--- src/rtl/pmul_pkg.sv ---
package pmul_pkg;

  typedef enum logic [2:0] {
    OP_LANE  = 3'd0,  // per-lane byte x halfword
    OP_BC_LO = 3'd1,  // multiplier taken from halfword 1 for all lanes
    OP_BC_HI = 3'd2,  // multiplier taken from halfword 0 for all lanes
    OP_SHI   = 3'd3,  // signed high byte of each halfword
    OP_ULO   = 3'd4,  // unsigned low byte of each halfword
    OP_WSHI  = 3'd5,  // wide form of OP_SHI, lanes 0 and 1
    OP_WULO  = 3'd6,  // wide form of OP_ULO, lanes 0 and 1
    OP_NONE  = 3'd7   // reserved: zero result
  } pmul_op_e;

endpackage

--- src/rtl/pmul_opsel.sv ---
module pmul_opsel
  import pmul_pkg::*;
#(
  parameter int LANE_W = 16
) (
  input  pmul_op_e                   op,
  input  logic [LANE_W/2-1:0]        byte_lo,
  input  logic [LANE_W-1:0]          a_lane,
  input  logic [LANE_W-1:0]          b_own,
  input  logic [LANE_W-1:0]          b_lane0,
  input  logic [LANE_W-1:0]          b_lane1,
  output logic signed [LANE_W/2:0]   mcand,
  output logic signed [LANE_W-1:0]   mplier
);

  localparam int BYTE_W = LANE_W / 2;

  always_comb begin
    mcand  = {1'b0, byte_lo};
    mplier = b_own;
    case (op)
      OP_BC_LO: mplier = b_lane1;
      OP_BC_HI: mplier = b_lane0;
      OP_SHI, OP_WSHI: mcand = {a_lane[LANE_W-1], a_lane[LANE_W-1 -: BYTE_W]};
      OP_ULO, OP_WULO: mcand = {1'b0, a_lane[BYTE_W-1:0]};
      default: ;
    endcase
  end

endmodule

--- src/rtl/pmul_lane.sv ---
module pmul_lane #(
  parameter int LANE_W = 16
) (
  input  logic signed [LANE_W/2:0]   mcand,
  input  logic signed [LANE_W-1:0]   mplier,
  output logic [2*LANE_W-1:0]        rnd
);

  localparam int BYTE_W = LANE_W / 2;
  localparam int PROD_W = 2 * LANE_W;

  logic signed [PROD_W-1:0] a_ext;
  logic signed [PROD_W-1:0] b_ext;
  logic signed [PROD_W-1:0] raw;

  always_comb begin
    a_ext = {{(PROD_W-BYTE_W-1){mcand[BYTE_W]}}, mcand};
    b_ext = {{(PROD_W-LANE_W){mplier[LANE_W-1]}}, mplier};
    raw   = a_ext * b_ext;
    // round on the top bit of the low byte
    rnd   = raw + {{(PROD_W-BYTE_W-1){1'b0}}, raw[BYTE_W-1], {BYTE_W{1'b0}}};
  end

endmodule

--- src/rtl/pmul_8x16.sv ---
module pmul_8x16
  import pmul_pkg::*;
#(
  parameter int LANE_W = 16,
  parameter int LANES  = 4
) (
  input  logic                      clk,
  input  logic                      rst_n,
  input  logic                      in_valid,
  input  logic [2:0]                op,
  input  logic [LANES*LANE_W-1:0]   src_a,
  input  logic [LANES*LANE_W-1:0]   src_b,
  output logic                      out_valid,
  output logic [LANES*LANE_W-1:0]   result
);

  localparam int DATA_W = LANES * LANE_W;
  localparam int BYTE_W = LANE_W / 2;
  localparam int PROD_W = 2 * LANE_W;
  localparam int WIDE_N = LANES / 2;

  pmul_op_e op_e;
  assign op_e = pmul_op_e'(op);

  // reset: asynchronous assert, synchronous release
  logic [1:0] rst_sync_q;
  logic       rst_sync_n;

  always_ff @(posedge clk or negedge rst_n) begin
    if (!rst_n) rst_sync_q <= 2'b00;
    else        rst_sync_q <= {rst_sync_q[0], 1'b1};
  end
  assign rst_sync_n = rst_sync_q[1];

  logic [DATA_W-1:0] narrow_all;
  logic [DATA_W-1:0] wide_all;

  for (genvar j = 0; j < LANES; j++) begin : g_lane
    logic signed [BYTE_W:0]   mcand;
    logic signed [LANE_W-1:0] mplier;
    logic [PROD_W-1:0]        rnd;

    pmul_opsel #(.LANE_W(LANE_W)) u_sel (
      .op      (op_e),
      .byte_lo (src_a[BYTE_W*j +: BYTE_W]),
      .a_lane  (src_a[LANE_W*j +: LANE_W]),
      .b_own   (src_b[LANE_W*j +: LANE_W]),
      .b_lane0 (src_b[0 +: LANE_W]),
      .b_lane1 (src_b[LANE_W +: LANE_W]),
      .mcand   (mcand),
      .mplier  (mplier)
    );

    pmul_lane #(.LANE_W(LANE_W)) u_mul (
      .mcand  (mcand),
      .mplier (mplier),
      .rnd    (rnd)
    );

    assign narrow_all[LANE_W*j +: LANE_W] = rnd[BYTE_W +: LANE_W];

    if (j < WIDE_N) begin : g_wide
      assign wide_all[PROD_W*j +: PROD_W] = rnd;
    end else begin : g_narrow_only
      logic unused_bits;
      assign unused_bits = ^{rnd[PROD_W-1:BYTE_W+LANE_W], rnd[BYTE_W-1:0]};
    end
  end

  // next-state
  logic              vld_d;
  logic [DATA_W-1:0] res_d;

  always_comb begin
    vld_d = in_valid;
    case (op_e)
      OP_NONE:          res_d = '0;
      OP_WSHI, OP_WULO: res_d = wide_all;
      default:          res_d = narrow_all;
    endcase
  end

  // registers
  logic              vld_q;
  logic [DATA_W-1:0] res_q;

  always_ff @(posedge clk or negedge rst_sync_n) begin
    if (!rst_sync_n) begin
      vld_q <= 1'b0;
      res_q <= '0;
    end else begin
      vld_q <= vld_d;
      if (in_valid) res_q <= res_d;
    end
  end

  assign out_valid = vld_q;
  assign result    = res_q;

endmodule

--- config.mk ---
export PLATFORM = sky130hd
export DESIGN_NAME = pmul_8x16
export DESIGN_NICKNAME = d
export VERILOG_FILES = /design/src/rtl/pmul_pkg.sv /design/src/rtl/pmul_opsel.sv /design/src/rtl/pmul_lane.sv /design/src/rtl/pmul_8x16.sv
export SDC_FILE = /design/constraint.sdc
export NUM_CORES = 2
export LEC_CHECK = 0
export BUFFER_PORTS_ARGS = -buffer_cell sky130_fd_sc_hd__buf_2
export CORE_AREA = 5 5 205 207
export DETAILED_ROUTE_END_ITERATION = 8
export DIE_AREA = 0 0 210 212
export PLACE_DENSITY_LB_ADDON = 0.2
export SYNTH_ARGS = -nofsm -noshare
export SYNTH_HDL_FRONTEND = slang
export SYNTH_SLANG_ARGS = --single-unit
--- constraint.sdc ---
create_clock -name clk -period 4.3 [get_ports clk]
set_clock_uncertainty 0.2 [all_clocks]
set_input_delay 0.43 -clock clk [delete_from_list [all_inputs] [get_ports clk]]
set_output_delay 0.43 -clock clk [all_outputs]
set_load 0.1 [all_outputs]
==> results of run 1 <==
logic make-up after synthesis:
logic type,after synthesis
and+or+nand+nor,1016
AOI/OAI and AO/OA,485
DFF,67
buffers and inverters,610
adders and majority gates,669
xor gates and xnor gates,154
other,1
muxes,64
through the flow:
stage,instance area [µm²],util [%],setup slack [ns]
after CTS,35430,88.18,-2.933
after detailed placement,32660,81.27,-3.869
after global placement,32660,81.27,-3.671
after floorplan,26340,-,-3.514
layer usage:
| layer | GRT usage [%] | GRT overflow |
|---|---|---|
| met5 | 65.95 | 8 |
| met4 | 88.25 | 201 |
| met1 | 87.03 | 57 |
| met2 | 97.82 | 294 |
| met3 | 81.39 | 65 |
Yosys cell counts (all sizes together), types with 34 or more instances:
cell    instances
xor2           53
nand2b         40
xnor2         101
mux2i          43
nand2         366
o21ai          58
a21oi         117
and2           34
nor2          413
ha            200
dfrtp          67
o22ai          61
inv           483
clkbuf        101
fa            468
a21o           44
timing repair:
item                                    4_1_cts
hold endpoints to repair                      2
gates cloned                                  2
endpoints found under the setup margin       64
pin swaps                                   145
gates resized for setup                     334
hold buffers                                  1
setup buffers                                93
==> impl_results.md, run 1 <==
* H-tree depth at 3
* CTS root buffer: clkbuf_16
* Top_reg_cell synth: dfrtp_1
* Syn_nets at 3868
* Total gr overflow at 625
* Clk sinks at 67
* GRT Util Overall at 88.45%
* Synth unique cells at 89
* Largest family of logic cells by synthesized area: adder cells
* Input/output buffers at 198
* I/O Pins at 199
* Largest net degree at the start of global routing at 66
* Largest area contributor in the netlist: fa_1
* First Err: [ERROR GRT-0232] Routing congestion too high. Check the congestion heatmap in the GUI.
* Mean Syn Cell Area at 8.371 µm²
* Adder-cell share of the synthesized area at 46.29%
* EDFF count, synth at 0
* Mux share of post-synthesis cell area at 2.598%
* CTS buffer count at 9
* Run status: did not finish
* Die Span Y at 212 µm
* Mapped cell area at 25660 µm²
* Detailed placement HPWL at 86.94 mm
* Top-area cell type share of the netlist area at 36.51%
* Row count at 74
* Stop stage: global routing (5_1_grt)
* Post-Syn Instances at 3066
* YS warnings at 0
* Asr flop ratio synth at 100.0%
* Placer congestion estimate at 1.062
* Sequential fraction of the synthesis area at 6.533%
* Post-synthesis xor/xnor area fraction at 5.255%
* Dpl cells at 4373
* Die W at 210 µm
* FF+latch count, synth at 67
* Clk buf depth at 2
* Area contributors post-synth: fa_1 (37%), ha_1 (9.8%), inv_1 (7.0%)
* Simple-Gate Fraction of Synth Area at 17.26%
* Compound-Gate Fraction of Synth Area at 13.01%
* Initial Util at 63.87%
==> run 2: changes to the inputs <==
--- a/config.mk
+++ b/config.mk
@@ -6,10 +6,10 @@
 export NUM_CORES = 2
 export LEC_CHECK = 0
 export BUFFER_PORTS_ARGS = -buffer_cell sky130_fd_sc_hd__buf_2
-export CORE_AREA = 5 5 205 207
+export CORE_AREA = 5 5 260 262
 export DETAILED_ROUTE_END_ITERATION = 8
-export DIE_AREA = 0 0 210 212
-export PLACE_DENSITY_LB_ADDON = 0.2
+export DIE_AREA = 0 0 265 267
+export PLACE_DENSITY_LB_ADDON = 0.15
 export SYNTH_ARGS = -nofsm -noshare
 export SYNTH_HDL_FRONTEND = slang
 export SYNTH_SLANG_ARGS = --single-unit
==> run 2 against run 1 <==
Compared with the run above: the flow now finishes, with violations (negative setup slack); synthesized area stayed put; synthesized cell count stayed put.
==> impl_results.md, run 2 <==
* Vias in the first global route at 28110
* Row count at 94
* Detailed placement HPWL at 92.22 mm
* Critical path capture point type: flop
* Clk buf depth at 2
* Hold_sp: rst_sync_q[0]$_DFF_PN0_
* Worst setup margin at -3.057 ns
* Clk sinks at 67
* Unrepaired setup endpoints after global routing: true
* FF+latch count, synth at 67
* Commonest non-fill, non-tap cell in the layout: buf_4
* Measured slew at the worst slew-check pin at 1.236 ns
* Area growth from synthesis to layout at 51.10%
* Final worst-path cycle share at 171.1%
* Fmax at 135.9 MHz
* Fin. Hold Viols at 0
* Initial antenna violation count at 6
* Antenna Nets Post-Route at 0
* Most common cell in the synthesized netlist: inv_1
* Layout cells sized above 1 at 40.83%
* Largest net degree at the start of global routing at 66
* Post-synth top cells: inv_1 (480), fa_1 (468), nor2_1 (413)
* Placer congestion estimate at 0.9784
* Pre-CTS WS at -3.801 ns
* Sequential fraction of the synthesis area at 6.533%
* DRC at 0
* Bufs and invs on worst path at 9
* Fillers at 5832
* Critical path's most frequent cell: fa_1
* CTS buffer count at 9
* Syn_nets at 3868
* CP startpoint kind: input port
* Mapped cell area at 25660 µm²
* CTS tree: done
* Commonest non-fill, non-tap cells in the layout: buf_4 (805), inv_1 (458), fa_1 (445)
* Family with the most delay on the worst path: adder cells
* Final Setup Violations at 64
* Post-Syn Instances at 3066
* Die Span Y at 267 µm
* Post-route cell area at 38780 µm²
* Reg2Reg Setup Slack at 2.71 ns
* Nets at 4875
* Input/output buffers at 198
* Initial Util at 39.39%
* R2R depth at 1
* Max Cap Violations at 0
* First-pass iteration count of the detailed router at 6
* Mean Syn Cell Area at 8.371 µm²
* Worst reg2reg endpoint: result[61]$_DFFE_PN0P_
* Critical path type: input port to flop
* Vias/cell at 5.371
* Drt total wl at 109.5 mm
* I/O Pins at 199
* Area of the multi-input gates at 25210 µm²
* CTS root buffer: clkbuf_16
* Top-area cell type share of the netlist area at 36.51%
* Synth unique cells at 89
* Die W at 265 µm
* Max Transition Viols Final at 0
* Run status: complete, but fails checks
* Worst Path Arrival at 7.40 ns
* Top_reg_cell synth: dfrtp_1
* Wire length per cell at 22.15 µm
* Iteration-0 DRC Markers at 1966
* Relative slew margins at 17.57%
* YS warnings at 0
* Via count at 26550
* Die area at 70760 µm²
* Setup_tns at -168.49 ns
* Asr flop ratio synth at 100.0%
* Area contributors post-synth: fa_1 (37%), ha_1 (9.8%), inv_1 (7.0%)
* Crit path time final at 7.357 ns
* Clock slew seen by the registers of the worst setup and hold paths at 0.06 ns
* Clock latency at the later pin of the worst-skew pair at 0.36 ns
* Hold depth at 0
* Failing checks: negative setup slack
* Final core utilization at 59.51%
* Max reg flops at 64
* Worst Hold Class: flop to flop
* Post-DP Area at 33800 µm²
* H-tree depth at 3
* Max stage delay cell, worst path: fa_1
* Worst Path Required at 4.34 ns
* Largest area contributor in the netlist: fa_1
* GRT Util Overall at 30.37%
* First-pass GRT wire length at 166.8 mm
* Total gr overflow at 0
* Core area at 65160 µm²
* Register Area at 1678 µm²
* CP max stage delay at 0.57 ns
* EDFF count, synth at 0
* Min-Delay Endpoint: rst_sync_q[1]$_DFF_PN0_
* Crit-path max FO at 4
* Worst reg2reg path startpoint: rst_sync_q[1]$_DFF_PN0_
[run 2: layer usage]
layer / track usage (%) / wire [µm] / up-vias
met5: 0 / 26 / -
met4: 8.797 / 4211 / 4
met3: 4.803 / 7699 / 196
met2: 47.89 / 49210 / 1035
met1: 43.56 / 48360 / 13390
li1: - / - / 11930
[run 2: final cells by class]
type,count,area share (%)
Antenna cell,1,0.006453
Inverter,485,4.727
Tap cell,864,2.788
Clock buffer,12,0.6873
Sequential cell,67,4.327
Timing Repair Buffer,1120,22.37
Clock inverter,4,0.07744
Multi-Input combinational cell,2390,65.01
[run 2: how the worst max path moves through the flow]
stage / start / to / cells after the start
6_report: op[2] / result[60]$_DFFE_PN0P_ / 29
4_1_cts: op[2] / result[47]$_DFFE_PN0P_ / 34
5_1_grt: op[2] / result[54]$_DFFE_PN0P_ / 31
3_5_place_dp: op[1] / result[59]$_DFFE_PN0P_ / 27
3_3_place_gp: op[1] / result[59]$_DFFE_PN0P_ / 27
2_1_floorplan: op[2] / result[47]$_DFFE_PN0P_ / 38
[run 2: kinds of logic after synthesis]
| family | synth area share [%] |
|---|---|
| AND/OR/NAND/NOR | 17.26 |
| AO/OA/AOI/OAI | 13.01 |
| adder cells (fa/ha/maj) | 46.29 |
| XOR/XNOR | 5.255 |
| multiplexers | 2.598 |
| other | 0.01461 |
| buffers and inverters | 9.034 |
| flip-flops | 6.533 |
[run 2: through the flow]
stage / hold WS, ns / instances
2_1_floorplan: -0.06559 / 3066
3_3_place_gp: 0.01798 / 4793
3_5_place_dp: 0.01978 / 4793
4_1_cts: 0.1559 / 4894
5_1_grt: 0.1678 / 4942
6_report: 0.1526 / 4943
[run 2: timing repair]
item                                   CTS  global route
pin swaps                              164           209
setup buffers                           90            61
endpoints found under the hold margin    2             0
hold buffers                             1             0
setup endpoints to repair               64            64
resized for setup                      444           241
cloned                                   7             1
Power of run 2 is not shown: default switching activity piles up to over one toggle a cycle in this logic, so the estimate is an artifact.
